**config.mk**
```make
export PLATFORM = sky130hd
export DESIGN_NAME = raster_timing_gen
export DESIGN_NICKNAME = d
export VERILOG_FILES = /design/src/rtl/rtg_pkg.sv /design/src/rtl/rtg_regs.sv /design/src/rtl/rtg_hcount.sv /design/src/rtl/rtg_vcount.sv /design/src/rtl/raster_timing_gen.sv
export SDC_FILE = /design/constraint.sdc
export NUM_CORES = 1
export LEC_CHECK = 0
export ABC_AREA = 1
export BUFFER_PORTS_ARGS = -buffer_cell sky130_fd_sc_hd__buf_2
export CORE_ASPECT_RATIO = 1.1
export CORE_MARGIN = 5
export CORE_UTILIZATION = 40
export CTS_CLUSTER_DIAMETER = 30
export CTS_CLUSTER_SIZE = 30
export DETAILED_ROUTE_END_ITERATION = 8
export PLACE_DENSITY = 0.69
export SETUP_SLACK_MARGIN = 0.3
export SYNTH_ARGS = -nofsm -noshare
export SYNTH_HDL_FRONTEND = slang
export SYNTH_SLANG_ARGS = --single-unit
```
**constraint.sdc**
```tcl
create_clock -name clk -period 4.17 [get_ports clk]
set_input_delay 0.6255 -clock clk [delete_from_list [all_inputs] [get_ports clk]]
set_output_delay 0.6255 -clock clk [all_outputs]
set_load 0.005 [all_outputs]
```
**src/rtl/rtg_pkg.sv**
```systemverilog
// Shared constants and the decoded timing configuration for the raster
// timing generator. Assumes 11-bit timing fields packed twice per 32-bit word.
package rtg_pkg;
    localparam int FW        = 11;            // width of one timing field
    localparam int DW        = 32;            // register word width
    localparam int AW        = 3;             // register address width
    localparam int NREG      = 6;             // implemented registers
    localparam int HI_LSB    = 16;            // lsb of the upper field
    localparam int CHAR_BITS = 3;             // log2 of the CRT character width
    localparam int CW        = FW - CHAR_BITS; // CRT character position width
    localparam int HI_PAD    = DW - HI_LSB - FW;
    localparam int LO_PAD    = HI_LSB - FW;

    localparam int A_HORZ   = 0;
    localparam int A_CRT    = 1;
    localparam int A_PANEL  = 2;
    localparam int A_VERT   = 3;
    localparam int A_VBLANK = 4;
    localparam int A_VSYNC  = 5;

    typedef struct packed {
        logic [FW-1:0] h_total;
        logic [FW-1:0] h_active;
        logic [FW-1:0] crt_start;
        logic [FW-1:0] crt_end;
        logic [FW-1:0] panel_start;
        logic [FW-1:0] panel_end;
        logic [FW-1:0] v_total;
        logic [FW-1:0] v_active;
        logic [FW-1:0] vblank_start;
        logic [FW-1:0] vblank_end;
        logic [FW-1:0] vsync_start;
        logic [FW-1:0] vsync_end;
    } rtg_cfg_t;
endpackage

```
**src/rtl/rtg_regs.sv**
```systemverilog
// Timing register file. Holds NREG words of two FW-bit fields each, accepts
// writes only while lock is low, and returns a registered read word with the
// reserved bits at zero. Assumes a single write port and one read port.
module rtg_regs
    import rtg_pkg::*;
(
    input  logic          clk,
    input  logic          rst_n,
    input  logic          lock,
    input  logic          wr_en,
    input  logic [AW-1:0] wr_addr,
    input  logic [DW-1:0] wr_data,
    input  logic [AW-1:0] rd_addr,
    output logic [DW-1:0] rd_data,
    output rtg_cfg_t      cfg
);
    logic [NREG-1:0][FW-1:0] lo_q;
    logic [NREG-1:0][FW-1:0] hi_q;
    logic                    wr_ok;

    assign wr_ok = wr_en && !lock;

    // Store both fields of the addressed word on an unlocked write.
    always_ff @(posedge clk) begin
        for (int i = 0; i < NREG; i++) begin
            if (!rst_n) begin
                lo_q[i] <= '0;
                hi_q[i] <= '0;
            end else if (wr_ok && (wr_addr == AW'(i))) begin
                lo_q[i] <= wr_data[FW-1:0];
                hi_q[i] <= wr_data[HI_LSB +: FW];
            end
        end
    end

    // Registered read with reserved bits forced low and unused addresses zero.
    always_ff @(posedge clk) begin
        if (!rst_n) begin
            rd_data <= '0;
        end else if (int'(rd_addr) < NREG) begin
            rd_data <= {{HI_PAD{1'b0}}, hi_q[rd_addr], {LO_PAD{1'b0}}, lo_q[rd_addr]};
        end else begin
            rd_data <= '0;
        end
    end

    // Unpack the stored words into named timing fields.
    always_comb begin
        cfg.h_total      = hi_q[A_HORZ];
        cfg.h_active     = lo_q[A_HORZ];
        cfg.crt_end      = hi_q[A_CRT];
        cfg.crt_start    = lo_q[A_CRT];
        cfg.panel_end    = hi_q[A_PANEL];
        cfg.panel_start  = lo_q[A_PANEL];
        cfg.v_total      = hi_q[A_VERT];
        cfg.v_active     = lo_q[A_VERT];
        cfg.vblank_end   = hi_q[A_VBLANK];
        cfg.vblank_start = lo_q[A_VBLANK];
        cfg.vsync_end    = hi_q[A_VSYNC];
        cfg.vsync_start  = lo_q[A_VSYNC];
    end


    lock_hold_chk: assert property (@(posedge clk) disable iff (!rst_n)
        lock |=> $stable({hi_q, lo_q}));
endmodule

```
**src/rtl/rtg_hcount.sv**
```systemverilog
// Horizontal half of the timing generator. Runs the pixel counter, derives the
// CRT sync on character boundaries, the panel sync per pixel, and horizontal
// blank. Outputs are registered from the next count so they line up with it.
// Also emits the line-step strobe and the next horizontal active flag.
module rtg_hcount
    import rtg_pkg::*;
(
    input  logic          clk,
    input  logic          rst_n,
    input  logic [FW-1:0] h_total,
    input  logic [FW-1:0] h_active,
    input  logic [CW-1:0] crt_start_ch,
    input  logic [CW-1:0] crt_end_ch,
    input  logic [FW-1:0] panel_start,
    input  logic [FW-1:0] panel_end,
    output logic [FW-1:0] hcnt_q,
    output logic          line_step,
    output logic          h_act_nxt,
    output logic          crt_hsync,
    output logic          panel_hsync,
    output logic          hblank
);
    logic [FW-1:0] hcnt_nxt;
    logic [CW-1:0] char_nxt;
    logic          crt_nxt;
    logic          panel_nxt;

    // Next pixel position, wrapping once the total is reached or passed.
    always_comb begin
        hcnt_nxt  = (hcnt_q >= h_total) ? '0 : hcnt_q + FW'(1);
        char_nxt  = hcnt_nxt[FW-1:CHAR_BITS];
        crt_nxt   = (char_nxt >= crt_start_ch) && (char_nxt < crt_end_ch);
        panel_nxt = (hcnt_nxt >= panel_start) && (hcnt_nxt < panel_end);
        h_act_nxt = (hcnt_nxt <= h_active);
        line_step = (hcnt_nxt == {crt_start_ch, {CHAR_BITS{1'b0}}});
    end

    // Pixel counter and horizontal outputs, cleared by reset.
    always_ff @(posedge clk) begin
        if (!rst_n) begin
            hcnt_q      <= '0;
            crt_hsync   <= 1'b0;
            panel_hsync <= 1'b0;
            hblank      <= 1'b0;
        end else begin
            hcnt_q      <= hcnt_nxt;
            crt_hsync   <= crt_nxt;
            panel_hsync <= panel_nxt;
            hblank      <= !h_act_nxt;
        end
    end


    pixel_step_chk: assert property (@(posedge clk) disable iff (!rst_n)
        ($past(rst_n) && hcnt_q != '0) |-> (hcnt_q == $past(hcnt_q) + FW'(1)));


    crt_grid_chk: assert property (@(posedge clk) disable iff (!rst_n)
        (!$stable(crt_hsync) && $past(rst_n, 2)
         && ($past({crt_start_ch, crt_end_ch}) == $past({crt_start_ch, crt_end_ch}, 2)))
        |-> (hcnt_q[CHAR_BITS-1:0] == '0));


    panel_rise_chk: assert property (@(posedge clk) disable iff (!rst_n)
        ($rose(panel_hsync) && $past(rst_n, 2)
         && ($past({panel_start, panel_end}) == $past({panel_start, panel_end}, 2)))
        |-> (hcnt_q == $past(panel_start)));
endmodule

```
**src/rtl/rtg_vcount.sv**
```systemverilog
// Vertical half of the timing generator. Steps the line counter on the strobe
// from the horizontal half, applies the interlace rules to the total and blank
// window, and registers vertical sync and blank from the next line number.
module rtg_vcount
    import rtg_pkg::*;
(
    input  logic          clk,
    input  logic          rst_n,
    input  logic          interlace_en,
    input  logic          line_step,
    input  logic [FW-1:0] v_total,
    input  logic [FW-1:0] v_active,
    input  logic [FW-1:0] vblank_start,
    input  logic [FW-1:0] vblank_end,
    input  logic [FW-1:0] vsync_start,
    input  logic [FW-1:0] vsync_end,
    output logic [FW-1:0] vcnt_q,
    output logic          v_act_nxt,
    output logic          vsync,
    output logic          vblank
);
    logic [FW-1:0] vtot_eff;
    logic [FW-1:0] vb_lo;
    logic [FW-1:0] vb_hi;
    logic [FW-1:0] vcnt_nxt;

    // Interlace forces an odd line count and a blank window with no border.
    always_comb begin
        vtot_eff = interlace_en ? {v_total[FW-1:1], 1'b0} : v_total;
        vb_lo    = interlace_en ? v_active + FW'(1) : vblank_start;
        vb_hi    = interlace_en ? vtot_eff : vblank_end;
    end

    // Next line number: hold between strobes, wrap at the effective total.
    always_comb begin
        if (!line_step) begin
            vcnt_nxt = vcnt_q;
        end else if (vcnt_q >= vtot_eff) begin
            vcnt_nxt = '0;
        end else begin
            vcnt_nxt = vcnt_q + FW'(1);
        end
        v_act_nxt = (vcnt_nxt <= v_active);
    end

    // Line counter and vertical outputs, cleared by reset.
    always_ff @(posedge clk) begin
        if (!rst_n) begin
            vcnt_q <= '0;
            vsync  <= 1'b0;
            vblank <= 1'b0;
        end else begin
            vcnt_q <= vcnt_nxt;
            vsync  <= (vcnt_nxt >= vsync_start) && (vcnt_nxt < vsync_end);
            vblank <= (vcnt_nxt >= vb_lo) && (vcnt_nxt <= vb_hi);
        end
    end


    frame_wrap_chk: assert property (@(posedge clk) disable iff (!rst_n)
        ($past(rst_n) && !$stable(vcnt_q) && vcnt_q != '0)
        |-> (vcnt_q == $past(vcnt_q) + FW'(1)));
endmodule

```
**src/rtl/raster_timing_gen.sv**
```systemverilog
// Top of the raster timing generator. Connects the register file to the
// horizontal and vertical counters and registers the combined pixel-active
// flag. Assumes one pixel per clock and a synchronous active-low reset.
module raster_timing_gen
    import rtg_pkg::*;
(
    input  logic          clk,
    input  logic          rst_n,
    input  logic          lock,
    input  logic          wr_en,
    input  logic [AW-1:0] wr_addr,
    input  logic [DW-1:0] wr_data,
    input  logic [AW-1:0] rd_addr,
    output logic [DW-1:0] rd_data,
    input  logic          interlace_en,
    output logic          crt_hsync,
    output logic          panel_hsync,
    output logic          vsync,
    output logic          hblank,
    output logic          vblank,
    output logic          pixel_active,
    output logic [FW-1:0] pix_x,
    output logic [FW-1:0] line_y
);
    rtg_cfg_t cfg;
    logic     line_step;
    logic     h_act_nxt;
    logic     v_act_nxt;

    rtg_regs u_regs (
        .clk     (clk),
        .rst_n   (rst_n),
        .lock    (lock),
        .wr_en   (wr_en),
        .wr_addr (wr_addr),
        .wr_data (wr_data),
        .rd_addr (rd_addr),
        .rd_data (rd_data),
        .cfg     (cfg)
    );

    rtg_hcount u_hcount (
        .clk          (clk),
        .rst_n        (rst_n),
        .h_total      (cfg.h_total),
        .h_active     (cfg.h_active),
        .crt_start_ch (cfg.crt_start[FW-1:CHAR_BITS]),
        .crt_end_ch   (cfg.crt_end[FW-1:CHAR_BITS]),
        .panel_start  (cfg.panel_start),
        .panel_end    (cfg.panel_end),
        .hcnt_q       (pix_x),
        .line_step    (line_step),
        .h_act_nxt    (h_act_nxt),
        .crt_hsync    (crt_hsync),
        .panel_hsync  (panel_hsync),
        .hblank       (hblank)
    );

    rtg_vcount u_vcount (
        .clk          (clk),
        .rst_n        (rst_n),
        .interlace_en (interlace_en),
        .line_step    (line_step),
        .v_total      (cfg.v_total),
        .v_active     (cfg.v_active),
        .vblank_start (cfg.vblank_start),
        .vblank_end   (cfg.vblank_end),
        .vsync_start  (cfg.vsync_start),
        .vsync_end    (cfg.vsync_end),
        .vcnt_q       (line_y),
        .v_act_nxt    (v_act_nxt),
        .vsync        (vsync),
        .vblank       (vblank)
    );

    // Visible-pixel flag aligned with the registered counters.
    always_ff @(posedge clk) begin
        if (!rst_n) begin
            pixel_active <= 1'b0;
        end else begin
            pixel_active <= h_act_nxt && v_act_nxt;
        end
    end


    line_on_crt_rise_chk: assert property (@(posedge clk) disable iff (!rst_n)
        (!$stable(line_y) && $past(rst_n)
         && $past(cfg.crt_start[FW-1:CHAR_BITS] < cfg.crt_end[FW-1:CHAR_BITS])
         && $past(cfg.crt_start[FW-1:CHAR_BITS] != '0))
        |-> $rose(crt_hsync));
endmodule

```
; After elaboration in Yosys (flattened, before gate mapping)
; Cells that the tools add are included.
[totals]
ff_bits = 192
wordCells = 71
input_bits = 43
[classes]
magnitude_cmp = 14
n_reduce_logical = 16
n_eq_ne = 6
muxes = 10
n_addsub = 3
[ops]
columns = cell, count
row1 = $mux 11, 7
row2 = $bmux 11 s3, 2
row3 = $ge 11x11->1, 5
row4 = $add 11x1->11 const B, 3
row5 = $le 11x11->1, 3
row6 = $lt 11x11->1, 2
row7 = $logic_and 1x1->1, 12
row8 = $eq 11x11->1, 1
row9 = $ge 8x8->1, 1
row10 = $lt 8x8->1, 1
row11 = $eq 3x2->1 const B, 2
row12 = $eq 3x3->1 const B, 2
row13 = $lt 3x4->1 const B, 1
row14 = $eq 3x1->1 const B, 1
row15 = $logic_not 3->1, 1
row16 = $lt 3x3->1 const B, 1
row17 = $logic_not 1->1, 2
row18 = $reduce_and 2->1, 1
row19 = $mux 1, 1

; Longest topological paths before layout
[depth]
depth_word = 6
mapped_depth = 35
ltp_nobuf = 34

; Cells and area by module
; From an unflattened synthesis, not the netlist that was laid out.
[hier_totals]
cells_unflattened = 1767
hier_area_um2 = 11785.1
[modules_own_cells]
columns = mod, area_per_inst_um2, seq_area_each_um2, instances, cells_each
row1 = rtg_regs, 6889.1, 3083.0, 1, 1006
row2 = rtg_vcount, 2680.1, 260.2, 1, 437
row3 = rtg_hcount, 2182.1, 280.3, 1, 320
row4 = raster_timing_gen, 33.8, 20.0, 1, 4

; Worst setup path after synthesis
; No wires, ideal clock.
[synth_timing]
path_type = register -> register
from = reg u_hcount.hcnt_q[0]
to = reg u_vcount.vblank
required_time_ns = 4.100
slack_ns = -0.372
path_stages_with_launch = 30
arrival_ns = 4.472
path_cell_list = dfxtp_1 > inv_1 > ha_1 > nand3_1 > nand3b_1 > nand2_1 > nor2_4 > inv_1 > clkbuf_1 > nor3_1 > ha_1 > nand2_1 > nor2_1 > nand2_1 > inv_1 > nand3_4 > buf_6 > nor2_1 > nor3_1 > ha_1 > a21oi_1 > o21ai_0 > a31oi_1 > o21ai_0 > a21oi_1 > nor2_1 > o21ai_0 > a21o_1 > nand2_1 > a21oi_1
[synth_via]
elab_chain_cells = 6
word_cells_on_any_way = 8
classes_between = add/sub (1) / order compare (3) / eq/ne (1) / mux (2) / reduce/logical (1)
[synth_rtl]
columns = item, line_no
row1 = "start, declared", rtg_hcount.sv:16  ; output logic [FW-1:0] hcnt_q,
row2 = "start signal, assigned", rtg_hcount.sv:46  ; hcnt_q <= hcnt_nxt;
row3 = $add 11x1->11 or $ge 11x11->1 (tied branches), rtg_hcount.sv:30  ; hcnt_nxt = (hcnt_q >= h_total) ? '0 : hcnt_q + FW'(1);
row4 = $mux 11 (*), rtg_hcount.sv:30
row5 = net u_hcount.hcnt_nxt[4], rtg_hcount.sv:23  ; logic [FW-1:0] hcnt_nxt;
row6 = $eq 11x11->1 (*), rtg_hcount.sv:35  ; line_step = (hcnt_nxt == {crt_start_ch, {CHAR_BITS{1'b0}}});
row7 = $mux 11 (*), rtg_vcount.sv:36  ; if (!line_step) begin
row8 = net u_vcount.vcnt_nxt[2], rtg_vcount.sv:25  ; logic [FW-1:0] vcnt_nxt;
row9 = $ge 11x11->1 or $le 11x11->1 (tied branches), rtg_vcount.sv:55  ; vblank <= (vcnt_nxt >= vb_lo) && (vcnt_nxt <= vb_hi);
row10 = $logic_and 1x1->1 (*), rtg_vcount.sv:55
row11 = "end signal, assigned", rtg_vcount.sv:55
row12 = "end, declared", rtg_vcount.sv:20  ; output logic vblank
; Mark *: on every way through the listed nets, which the timed path passes. The rest lies on a longest branch.
; A chain may end at the register's enable or synchronous reset.

; Final worst setup path
[layout_timing]
from = reg u_hcount.hcnt_q[0]
to = reg pixel_active
[layout_via]
elab_chain_cells = 6
word_cells_on_any_way = 8
classes_between = add/sub (1) / order compare (3) / eq/ne (1) / mux (2) / reduce/logical (1)
[layout_rtl]
columns = item, line_no
row1 = $add 11x1->11 or $ge 11x11->1 (tied branches), rtg_hcount.sv:30
row2 = $mux 11 (*), rtg_hcount.sv:30
row3 = net u_hcount.hcnt_nxt[8], rtg_hcount.sv:23
row4 = $eq 11x11->1 (*), rtg_hcount.sv:35
row5 = $mux 11 (*), rtg_vcount.sv:36
row6 = net u_vcount.vcnt_nxt[10], rtg_vcount.sv:25
row7 = $le 11x11->1 (*), rtg_vcount.sv:43  ; v_act_nxt = (vcnt_nxt <= v_active);
row8 = $logic_and 1x1->1 (*), raster_timing_gen.sv:81  ; pixel_active <= h_act_nxt && v_act_nxt;
row9 = "end signal, assigned", raster_timing_gen.sv:81
row10 = "end, declared", raster_timing_gen.sv:21  ; output logic pixel_active,
; Marks and branches as above.

==> flow_metrics.tcl <==
set metrics [dict create \
    outcome "finished with violations" \
    violations "setup timing" \
    fmax_ghz 0.226 \
    most-common-layout-cells "219 x a21oi_1, 212 x o21ai_0, 192 x nand2_1" \
    min_period_ps 4420 \
    hold_violations 0 \
    synth-simple-area-share 0.167 \
    overflow 0 \
    die-area_um2 30300 \
    cts_root_buf "clkbuf_16" \
    ys_seq_area_frac 0.338 \
    areaGrowthSynthToFinish_pct 21.6 \
    synth_top_family_by_area "compound AO/OA/AOI/OAI gates" \
    cts_tree "done" \
    power.density_nw_per_um2 325 \
    grt_pass1_vias 10100 \
    numPortBuffers 82 \
    grt_use_total 0.215 \
    critical-path-max-stage-delay_ps 440 \
    syn_inst 1513 \
    synthMuxAreaShare 0.000928 \
    clock_skew_ps 16.3 \
    clkTransAtPathRegs_ps 70 \
    wirelength_mm 34.1 \
    required_ps 4550 \
    place_congestion 0.895 \
    ys_async_sr_fraction 0 \
    relSlewSlack 0.200 \
    die_height_um 182 \
    critical_path_class "reg -> reg" \
    hold_path_class "reg -> reg" \
    tightest_slew_ps 1200 \
    vdd_drop_max_mv 0.293 \
    setup_viol 3 \
    layout_commonest_cell "a21oi_1" \
    crit_slowest_cell "o41ai_4" \
    synth_ff_type "dfxtp_1" \
    synth_compound_area_frac 0.246 \
    start_kind "flop" \
    maxCapViolations 0 \
    cts_max_level 4 \
    clk_latency_ps 440 \
    final.fill_count 2647 \
    fin_ws_ps -252 \
    synthTopCellsByArea "dfxtp_1 34%, ha_1 14%, a21oi_1 10%, o21ai_0 10%, nand2_1 7.0%" \
    p_leak_nw 5.92 \
    drv_slew 0 \
    coreArea_um2 26800 \
    r2r_cells 31 \
    cp.arrival_ps 4800 \
    synth_top_area_share 0.338 \
    synth_edf_count 0 \
    grt_pass1_wl_mm 52.3 \
    syn_avg_cell_area_um2 7.13 \
    rows 63 \
    finish.net_count 1808 \
    pre_cts_slack_ps -503 \
    ys_types 49 \
    ys_warn_count 0 \
    firstDrtPassIters 5 \
    tns_ps -508 \
    syn-cell-area_um2 10800 \
    fin_crit_sh 1.06 \
    cts_made_buffers 17 \
    remaining_drc_errors 0 \
    rsz0062_at_grt "true" \
    yosys_register_bits 182 \
    grt_max_degree 63 \
    end_kind "flop" \
    crit_top_cell "buf_4" \
    drtIter0Drc 832 \
    cts.sinks 182 \
    cts_buffer_depth 2 \
    vias_per_cell 5.31 \
    synth-adder-area-share 0.138 \
    holdPathStages 2 \
    cts_hold_buf 0 \
    antenna_found_initial 1 \
    initial_core_util 0.402 \
    worst-path-max-fanout 5 \
    routedWlPerCell_um 16.9 \
    synth_xor_xnor_area_share 0.00812 \
    drive_gt1_frac 0.187 \
    dpl.hpwl_mm 25.3 \
    synth.largest_area_cell "dfxtp_1" \
    io_pins 103 \
    fp.dieW_um 167 \
    vias 10700 \
    antenna_cells 0 \
    ant_nets 0 \
]
[registers in the layout, summed over array words and instances (netlist names)]
register,count
u_regs.cfg,132
u_hcount.hblank,1
u_hcount.crt_hsync,1
u_regs.rd_data,22
u_hcount.panel_hsync,1
pixel_active,1
u_vcount.vcnt_q,11
u_vcount.vblank,1
u_vcount.vsync,1
u_hcount.hcnt_q,11
[repair_timing]
item	in CTS	in global routing
setup buffers	9	7
pin swaps	19	27
gates resized for setup	26	38
gates cloned	0	0
endpoints found under the setup margin	3	3
[per-stage QoR]
step | hold slack (ps) | total power (W) | util | instances | cell area, um2
after global placement | 440 | 0.00263 | 0.452 | 1968 | 12100
after global routing | 494 | 0.00446 | 0.489 | 2016 | 13100
final | 464 | 0.00426 | 0.489 | 2016 | 13100
after CTS | 466 | 0.00424 | 0.479 | 2009 | 12800
after detailed placement | 455 | 0.00265 | 0.452 | 1968 | 12100
after floorplan | 430 | 0.00236 | - | 1522 | 11000
[path summary, 6_finish.rpt]
path                                  from                            to  slack [ps]
max          u_hcount.hcnt_q[0]$_SDFF_PN0_       pixel_active$_SDFF_PN0_        -250
min reg2reg   u_regs.cfg[101]$_SDFFE_PN0P_  u_regs.cfg[101]$_SDFFE_PN0P_         460
max reg2reg  u_hcount.hcnt_q[0]$_SDFF_PN0_       pixel_active$_SDFF_PN0_        -250
min           u_regs.cfg[101]$_SDFFE_PN0P_  u_regs.cfg[101]$_SDFFE_PN0P_         460
[area by class of cell]
cell class | instances | area (um2) | area share
Multi-Input combinational cell | 1060 | 6480 | 0.494
Sequential cell | 182 | 3660 | 0.279
Timing Repair Buffer | 185 | 1210 | 0.0923
Inverter | 200 | 756 | 0.0576
Tap cell | 357 | 447 | 0.0341
Clock buffer | 17 | 425 | 0.0324
Clock inverter | 15 | 140 | 0.0107
[metal layers]
layer  up-vias  share of wire  track usage
met2       343           0.48        0.374
met3        91          0.050       0.0314
met4         2          0.041       0.0900
met1      4944           0.43        0.267
li1       5319              -            -
met5         -        0.00038            0
[kinds of logic (layout without fill, tap and decap cells)]
| group | Yosys count | after routing |
|---|---|---|
| AOI/OAI and AO/OA | 496 | 496 |
| muxes | 1 | 1 |
| other | 1 | 10 |
| buffers and inverters | 280 | 417 |
| adders and majority gates | 119 | 119 |
| and+or+nand+nor | 424 | 424 |
| DFF | 182 | 182 |
| xor gates and xnor gates | 10 | 10 |
[Yosys cell counts (7+ instances only)]
cell type    n
a21oi_1    221
xor2_1       8
nor4_1       7
nor2_1     129
buf_4       10
ha_1       119
o211ai_1    25
nand2_1    200
o21ai_0    216
nor3_1      22
clkbuf_1    66
dfxtp_1    182
nand3_1     36
inv_1      197
[power by group]
group	switching, W	internal [W]	total [W]
logic	0.000521	0.000347	0.000869
clock network	0.000783	0.000788	0.00157
registers	0.0000325	0.00179	0.00182
total	0.00134	0.00293	0.00426
[worst max-delay path: cells and delay by family (launching register included)]
family                   cells  cell delay, ps
AO/OA/AOI/OAI                1             440
XOR/XNOR                     1             130
adder cells (fa/ha/maj)      3             740
buffers and inverters       10            1210
flip-flops                   1             380
AND/OR/NAND/NOR             16            1450
No activity file was read; power rests on OpenSTA's default activity.
